`src/rtl/spi3_pkg.sv`:
```
package spi3_pkg;
  localparam int MIN_BITS = 4;

  typedef enum logic [1:0] {
    ST_IDLE  = 2'd0,
    ST_LEAD  = 2'd1,
    ST_SHIFT = 2'd2,
    ST_TAIL  = 2'd3
  } spi3_state_t;
endpackage

```
`src/rtl/spi3_fifo.sv`:
```
module spi3_fifo #(
  parameter int W     = 16,
  parameter int DEPTH = 4
) (
  input  logic         clk,
  input  logic         rst,
  input  logic         push,
  input  logic [W-1:0] wdata,
  input  logic         pop,
  output logic [W-1:0] rdata,
  output logic         empty,
  output logic         full
);
  localparam int AW = (DEPTH > 1) ? $clog2(DEPTH) : 1;

  logic [W-1:0] mem [DEPTH];
  logic [AW:0]  wr_ptr, rd_ptr;
  logic         do_push, do_pop;

  assign empty   = (wr_ptr == rd_ptr);
  assign full    = (wr_ptr[AW] != rd_ptr[AW]) && (wr_ptr[AW-1:0] == rd_ptr[AW-1:0]);
  assign do_push = push && !full;
  assign do_pop  = pop && !empty;
  assign rdata   = mem[rd_ptr[AW-1:0]];

  always_ff @(posedge clk) begin
    if (do_push) mem[wr_ptr[AW-1:0]] <= wdata;
  end

  always_ff @(posedge clk) begin
    if (rst) begin
      wr_ptr <= '0;
      rd_ptr <= '0;
    end else begin
      if (do_push) wr_ptr <= wr_ptr + 1'b1;
      if (do_pop)  rd_ptr <= rd_ptr + 1'b1;
    end
  end
endmodule

```
`src/rtl/spi3_engine.sv`:
```
module spi3_engine
  import spi3_pkg::*;
#(
  parameter int DATA_W = 16,
  parameter int DIV_W  = 8,
  parameter int LEN_W  = 5
) (
  input  logic              clk,
  input  logic              rst,
  input  logic              enable,
  input  logic [LEN_W-1:0]  word_len,
  input  logic [DIV_W-1:0]  half_div,
  input  logic              tx_empty,
  input  logic [DATA_W-1:0] tx_rdata,
  output logic              tx_pop,
  input  logic              rx_full,
  output logic              rx_push,
  output logic [DATA_W-1:0] rx_wdata,
  input  logic              miso,
  output logic              sclk,
  output logic              ssel_n,
  output logic              mosi,
  output logic              mosi_oe,
  output logic              busy
);
  spi3_state_t       state;
  logic [DIV_W-1:0]  div_eff, cnt;
  logic              tick, can_go;
  logic [LEN_W-1:0]  len_new, len_q, len_use, shamt, bits_left;
  logic [DATA_W-1:0] sh_tx, sh_rx, load_word;
  logic              word_end, rise_now, last_rise;

  assign div_eff = (half_div == '0) ? DIV_W'(1) : half_div;
  assign tick    = (cnt == div_eff - 1'b1);
  assign can_go  = enable && !tx_empty && !rx_full;

  always_comb begin
    if (word_len < LEN_W'(MIN_BITS))      len_new = LEN_W'(MIN_BITS);
    else if (word_len > LEN_W'(DATA_W))   len_new = LEN_W'(DATA_W);
    else                                  len_new = word_len;
  end

  assign len_use   = (state == ST_IDLE) ? len_new : len_q;
  assign shamt     = LEN_W'(DATA_W) - len_use;
  assign load_word = tx_rdata << shamt;

  assign word_end  = (state == ST_SHIFT) && sclk && tick && (bits_left == '0);
  assign rise_now  = (state == ST_SHIFT) && !sclk && tick;
  assign last_rise = rise_now && (bits_left == LEN_W'(1));

  assign tx_pop   = ((state == ST_IDLE) && can_go) || (word_end && can_go);
  assign rx_push  = last_rise;
  assign rx_wdata = {sh_rx[DATA_W-2:0], miso};

  always_ff @(posedge clk) begin
    if (rst) begin
      state     <= ST_IDLE;
      cnt       <= '0;
      sclk      <= 1'b1;
      ssel_n    <= 1'b1;
      mosi      <= 1'b0;
      mosi_oe   <= 1'b0;
      busy      <= 1'b0;
      len_q     <= LEN_W'(MIN_BITS);
      bits_left <= '0;
      sh_tx     <= '0;
      sh_rx     <= '0;
    end else begin
      unique case (state)
        ST_IDLE: begin
          cnt <= '0;
          if (can_go) begin
            state   <= ST_LEAD;
            ssel_n  <= 1'b0;
            busy    <= 1'b1;
            mosi_oe <= 1'b1;
            len_q   <= len_new;
            sh_tx   <= load_word;
            sh_rx   <= '0;
          end
        end
        ST_LEAD: begin
          if (tick) begin
            cnt       <= '0;
            sclk      <= 1'b0;
            mosi      <= sh_tx[DATA_W-1];
            bits_left <= len_q;
            state     <= ST_SHIFT;
          end else begin
            cnt <= cnt + 1'b1;
          end
        end
        ST_SHIFT: begin
          if (tick) begin
            cnt <= '0;
            if (!sclk) begin
              sclk      <= 1'b1;
              sh_rx     <= {sh_rx[DATA_W-2:0], miso};
              bits_left <= bits_left - 1'b1;
            end else if (bits_left != '0) begin
              sclk  <= 1'b0;
              mosi  <= sh_tx[DATA_W-2];
              sh_tx <= sh_tx << 1;
            end else if (can_go) begin
              sclk      <= 1'b0;
              mosi      <= load_word[DATA_W-1];
              sh_tx     <= load_word;
              sh_rx     <= '0;
              bits_left <= len_q;
            end else begin
              state <= ST_TAIL;
            end
          end else begin
            cnt <= cnt + 1'b1;
          end
        end
        ST_TAIL: begin
          if (tick) begin
            cnt     <= '0;
            ssel_n  <= 1'b1;
            busy    <= 1'b0;
            mosi_oe <= 1'b0;
            mosi    <= 1'b0;
            state   <= ST_IDLE;
          end else begin
            cnt <= cnt + 1'b1;
          end
        end
        default: state <= ST_IDLE;
      endcase
    end
  end
endmodule

```
`src/rtl/spi3_master.sv`:
```
module spi3_master #(
  parameter int DATA_W     = 16,
  parameter int FIFO_DEPTH = 4,
  parameter int DIV_W      = 8,
  localparam int LEN_W     = $clog2(DATA_W + 1)
) (
  input  logic              clk,
  input  logic              rst,
  input  logic              enable,
  input  logic [LEN_W-1:0]  word_len,
  input  logic [DIV_W-1:0]  half_div,
  input  logic              tx_push,
  input  logic [DATA_W-1:0] tx_data,
  output logic              tx_full,
  input  logic              rx_pop,
  output logic [DATA_W-1:0] rx_data,
  output logic              rx_empty,
  output logic              sclk,
  output logic              ssel_n,
  output logic              mosi,
  output logic              mosi_oe,
  input  logic              miso,
  output logic              busy
);
  logic              tx_empty_w, tx_pop_w;
  logic [DATA_W-1:0] tx_rdata_w, rx_wdata_w;
  logic              rx_push_w, rx_full_w;

  spi3_fifo #(.W(DATA_W), .DEPTH(FIFO_DEPTH)) u_txq (
    .clk(clk), .rst(rst),
    .push(tx_push), .wdata(tx_data),
    .pop(tx_pop_w), .rdata(tx_rdata_w),
    .empty(tx_empty_w), .full(tx_full)
  );

  spi3_engine #(.DATA_W(DATA_W), .DIV_W(DIV_W), .LEN_W(LEN_W)) u_eng (
    .clk(clk), .rst(rst), .enable(enable),
    .word_len(word_len), .half_div(half_div),
    .tx_empty(tx_empty_w), .tx_rdata(tx_rdata_w), .tx_pop(tx_pop_w),
    .rx_full(rx_full_w), .rx_push(rx_push_w), .rx_wdata(rx_wdata_w),
    .miso(miso), .sclk(sclk), .ssel_n(ssel_n),
    .mosi(mosi), .mosi_oe(mosi_oe), .busy(busy)
  );

  spi3_fifo #(.W(DATA_W), .DEPTH(FIFO_DEPTH)) u_rxq (
    .clk(clk), .rst(rst),
    .push(rx_push_w), .wdata(rx_wdata_w),
    .pop(rx_pop), .rdata(rx_data),
    .empty(rx_empty), .full(rx_full_w)
  );
endmodule

```
`config.mk`:
```
export PLATFORM = sky130hd
export DESIGN_NAME = spi3_master
export DESIGN_NICKNAME = d
export VERILOG_FILES = /design/src/rtl/spi3_pkg.sv /design/src/rtl/spi3_fifo.sv /design/src/rtl/spi3_engine.sv /design/src/rtl/spi3_master.sv
export SDC_FILE = /design/constraint.sdc
export NUM_CORES = 1
export LEC_CHECK = 0
export ABC_CLOCK_PERIOD_IN_PS = 5000
export CORE_AREA = 5 5 159 161
export DETAILED_ROUTE_END_ITERATION = 10
export DIE_AREA = 0 0 164 166
export DONT_BUFFER_PORTS = 1
export HOLD_SLACK_MARGIN = 0.06
export PLACE_DENSITY = 0.52
export SYNTH_ARGS = -nofsm -noshare
export SYNTH_HDL_FRONTEND = slang
export SYNTH_SLANG_ARGS = --single-unit
```
`constraint.sdc`:
```
create_clock -name clk -period 5 [get_ports clk]
set_input_delay 1 -clock clk [delete_from_list [all_inputs] [get_ports clk]]
set_output_delay 1 -clock clk [all_outputs]
set_load 0.005 [all_outputs]
```
==> impl_metrics.env <==
export IMPL_slowest_delay_ns=0.79
export IMPL_die_height_um=166
export IMPL_powerDensity_mw_per_mm2=454
export IMPL_multi_input_area_mm2=0.00381
export IMPL_synthDistinctLibCells=75
export IMPL_rows=57
export IMPL_cts_max_level=4
export IMPL_cts_sinks=199
export IMPL_cts_tree="yes"
export IMPL_cts_resized=0
export IMPL_fillCellCount=2227
export IMPL_postCtsSetupBuffers=0
export IMPL_final_max_slew_violation_count=0
export IMPL_finalHoldViolations=0
export IMPL_drive_gt1_share_pct=15.7
export IMPL_via_per_inst=5.49
export IMPL_clk_pin_slew_worst_paths_ns=0.08
export IMPL_arrival_ns=4.47
export IMPL_min_path_type="register to register"
export IMPL_final_setup_tns_ns=0
export IMPL_synth_area_per_cell_um2=13.3
export IMPL_hold_buffers=0
export IMPL_slowest_stage="ha_1"
export IMPL_start_kind="register"
export IMPL_ant_nets=0
export IMPL_grt_max_degree=52
export IMPL_gp_congestion=0.888
export IMPL_drc=0
export IMPL_register_area_mm2=0.00527
export IMPL_coreArea_mm2=0.0238
export IMPL_finalPower_uw=4660
export IMPL_tightest_slew_ns=0.916
export IMPL_cts_buffer_depth=2
export IMPL_grt_pass1_wl_um=32400
export IMPL_setup_viol=0
export IMPL_die_w_um=164
export IMPL_die_area_mm2=0.0272
export IMPL_ys_warn_count=0
export IMPL_syn_instance_count=705
export IMPL_slew_headroom_pct=38.5
export IMPL_worst_path_buf_inv=4
export IMPL_io_pins=58
export IMPL_critPathTopFamily="adder cells"
export IMPL_nNetsFinal=753
export IMPL_grt_use_total_pct=15.0
export IMPL_antenna_found_initial=0
export IMPL_outcome="finished, final reports clean"
export IMPL_ir_drop_v=0.000238
export IMPL_syn_nets=759
export IMPL_critical_path_class="register to register"
export IMPL_grt_pass1_vias=5934
export IMPL_clkLatencyLatePin_ns=0.44
export IMPL_io_buffers=0
export IMPL_async_flop_share_pct=0
export IMPL_area_growth_pct=9.81
export IMPL_drtPass1Iterations=4
export IMPL_drtIter0Drc=375
export IMPL_hpwlAfterDp_um=13900
export IMPL_yosysSeqAreaShare_pct=56.3
export IMPL_finalCritPeriodShare_pct=83.0
export IMPL_initial_core_util_pct=39.2
export IMPL_cts_made_buffers=17
export IMPL_cp_cell_sequence="inv_1 > ha_1 > inv_2 > o31ai_4 > buf_4 > inv_2 > ha_1 > mux4_2 > mux2i_1 > mux2i_1 > a211oi_1 > nor3_1"
export IMPL_routed_wl_um=19900
export IMPL_syn_area_mm2=0.00935
export IMPL_critPathCaptureType="register"
export IMPL_wl_per_cell_um=19.3
export IMPL_synth_enable_flop_cells=128
export IMPL_cp_max_fo=21
export IMPL_antenna_cells=0
export IMPL_fin_skew_ns=0.0189
export IMPL_cts_root_buf="clkbuf_16"
export IMPL_leakagePower_uw=0.00344
export IMPL_vias=5685
export IMPL_fin_crit_ns=4.15
export IMPL_rsz0062_at_grt="false"
export IMPL_synth_seq_cells=199
export IMPL_timing_fmax_ghz=0.241
export IMPL_synth_flop_cell="edfxtp_1"
export IMPL_critPathRequiredTime_ns=5.32
export IMPL_grt_ovfl_total=0
export IMPL_cap_violations=0
## flip-flops by register name, summed over array words and instances (netlist names), named ones only
register,cells
u_eng.sh_tx,16
u_eng.mosi,1
u_eng.sh_rx,15
u_eng.len_q,5
u_txq.wr_ptr,3
u_eng.cnt,8
u_eng.ssel_n,1
u_rxq.wr_ptr,3
u_eng.sclk,1
u_rxq.rd_ptr,3
u_eng.state,2
u_txq.mem,64
u_eng.bits_left,5
u_txq.rd_ptr,3
u_eng.mosi_oe,1
u_rxq.mem,64
## power by group
part	switching (uW)	internal [uW]
Sequential	72.8	1840
Clock	705	681
Combinational	809	554
Total	1590	3070
## final timing paths
| kind | slack (ns) | to | cells after the start | from |
|---|---|---|---|---|
| setup / recovery | 0.85 | u_eng.sh_tx[15]$_SDFFE_PP0P_ | 12 | u_eng.state[0]$_SDFFE_PP0P_ |
| setup reg to reg | 0.85 | u_eng.sh_tx[15]$_SDFFE_PP0P_ | 12 | u_eng.state[0]$_SDFFE_PP0P_ |
| hold reg to reg | 0.46 | u_eng.sh_tx[12]$_SDFFE_PP0P_ | 1 | u_eng.sh_tx[12]$_SDFFE_PP0P_ |
| hold / removal | 0.46 | u_eng.sh_tx[12]$_SDFFE_PP0P_ | 1 | u_eng.sh_tx[12]$_SDFFE_PP0P_ |
## cells by family (layout without fill, tap and decap cells)
family	after synthesis	count (layout)	share of synthesized area, %
mux	72	72	13.4
buf+inv	61	68	2.93
fa+ha+maj	19	19	2.54
flops	199	199	56.3
xor+xnor	24	24	2.53
compound gates	140	140	11.8
simple gates	190	190	10.5
## layer usage
metal / track usage, % / share of wire, % / routed length [um] / up-vias
met4: 3.94 / 0.95 / 189 / 0
met2: 23.1 / 47 / 9420 / 113
met5: 0 / 0 / 0 / -
met1: 20.8 / 46 / 9170 / 2845
met3: 4.32 / 5.9 / 1170 / 10
li1: - / - / - / 2717
## metrics by stage
step / setup WS, ns / instances / cell area (um2) / hold WS (ns) / util (%)
final: 0.850 / 1036 / 10300 / 0.462 / 43.1
after floorplan: 0.967 / 705 / 9350 / 0.435 / -
after CTS: 0.848 / 1036 / 10300 / 0.466 / 43.1
after global placement: 0.753 / 1004 / 9670 / 0.448 / 40.6
after detailed placement: 0.696 / 1004 / 9670 / 0.449 / 40.6
after global routing: 0.531 / 1036 / 10300 / 0.485 / 43.1
## synth_stat cells, drive strengths merged, types with 18 or more instances
cell type,count,area [um2]
edfxtp,128,3840
dfxtp,71,1420
nor2,57,221
mux4,42,946
nand2,38,143
a21oi,28,140
mux2i,27,270
inv,24,90.1
clkbuf,23,86.3
ha,19,238
nand3,18,90.1
## area by class of cell
| cell class | instances | share of cell area (%) |
|---|---|---|
| multi-input combinational | 445 | 37.2 |
| inverter | 24 | 0.878 |
| clock inverter | 15 | 1.68 |
| tap | 324 | 3.95 |
| sequential | 199 | 51.3 |
| clock buffer | 17 | 4.14 |
| timing repair buffer | 12 | 0.878 |
## cells in the final DEF (no fill, tap or decap), types with 4 or more instances in the layout
cell,Yosys,routed
a211o_1,4,4
a211oi_1,4,4
a21oi_1,28,28
a22oi_1,15,15
a311oi_1,5,5
a31oi_1,6,6
a32o_1,7,7
and2_1,9,9
and3_1,8,8
buf_4,5,12
clkbuf_16,0,17
dfxtp_1,71,71
edfxtp_1,128,128
ha_1,19,19
inv_1,22,22
inv_6,0,4
mux2i_1,27,27
mux4_2,42,42
nand2_1,38,38
nand2b_1,6,6
nand3_1,18,18
nand3b_1,5,5
nand4_1,9,9
nor2_1,56,56
nor2b_1,6,6
nor3_1,5,5
o211ai_1,8,8
o21ai_0,14,14
o31ai_1,5,5
or3_1,17,17
xnor2_1,16,16
xor2_1,6,6
(Power assumes the default switching activity.)
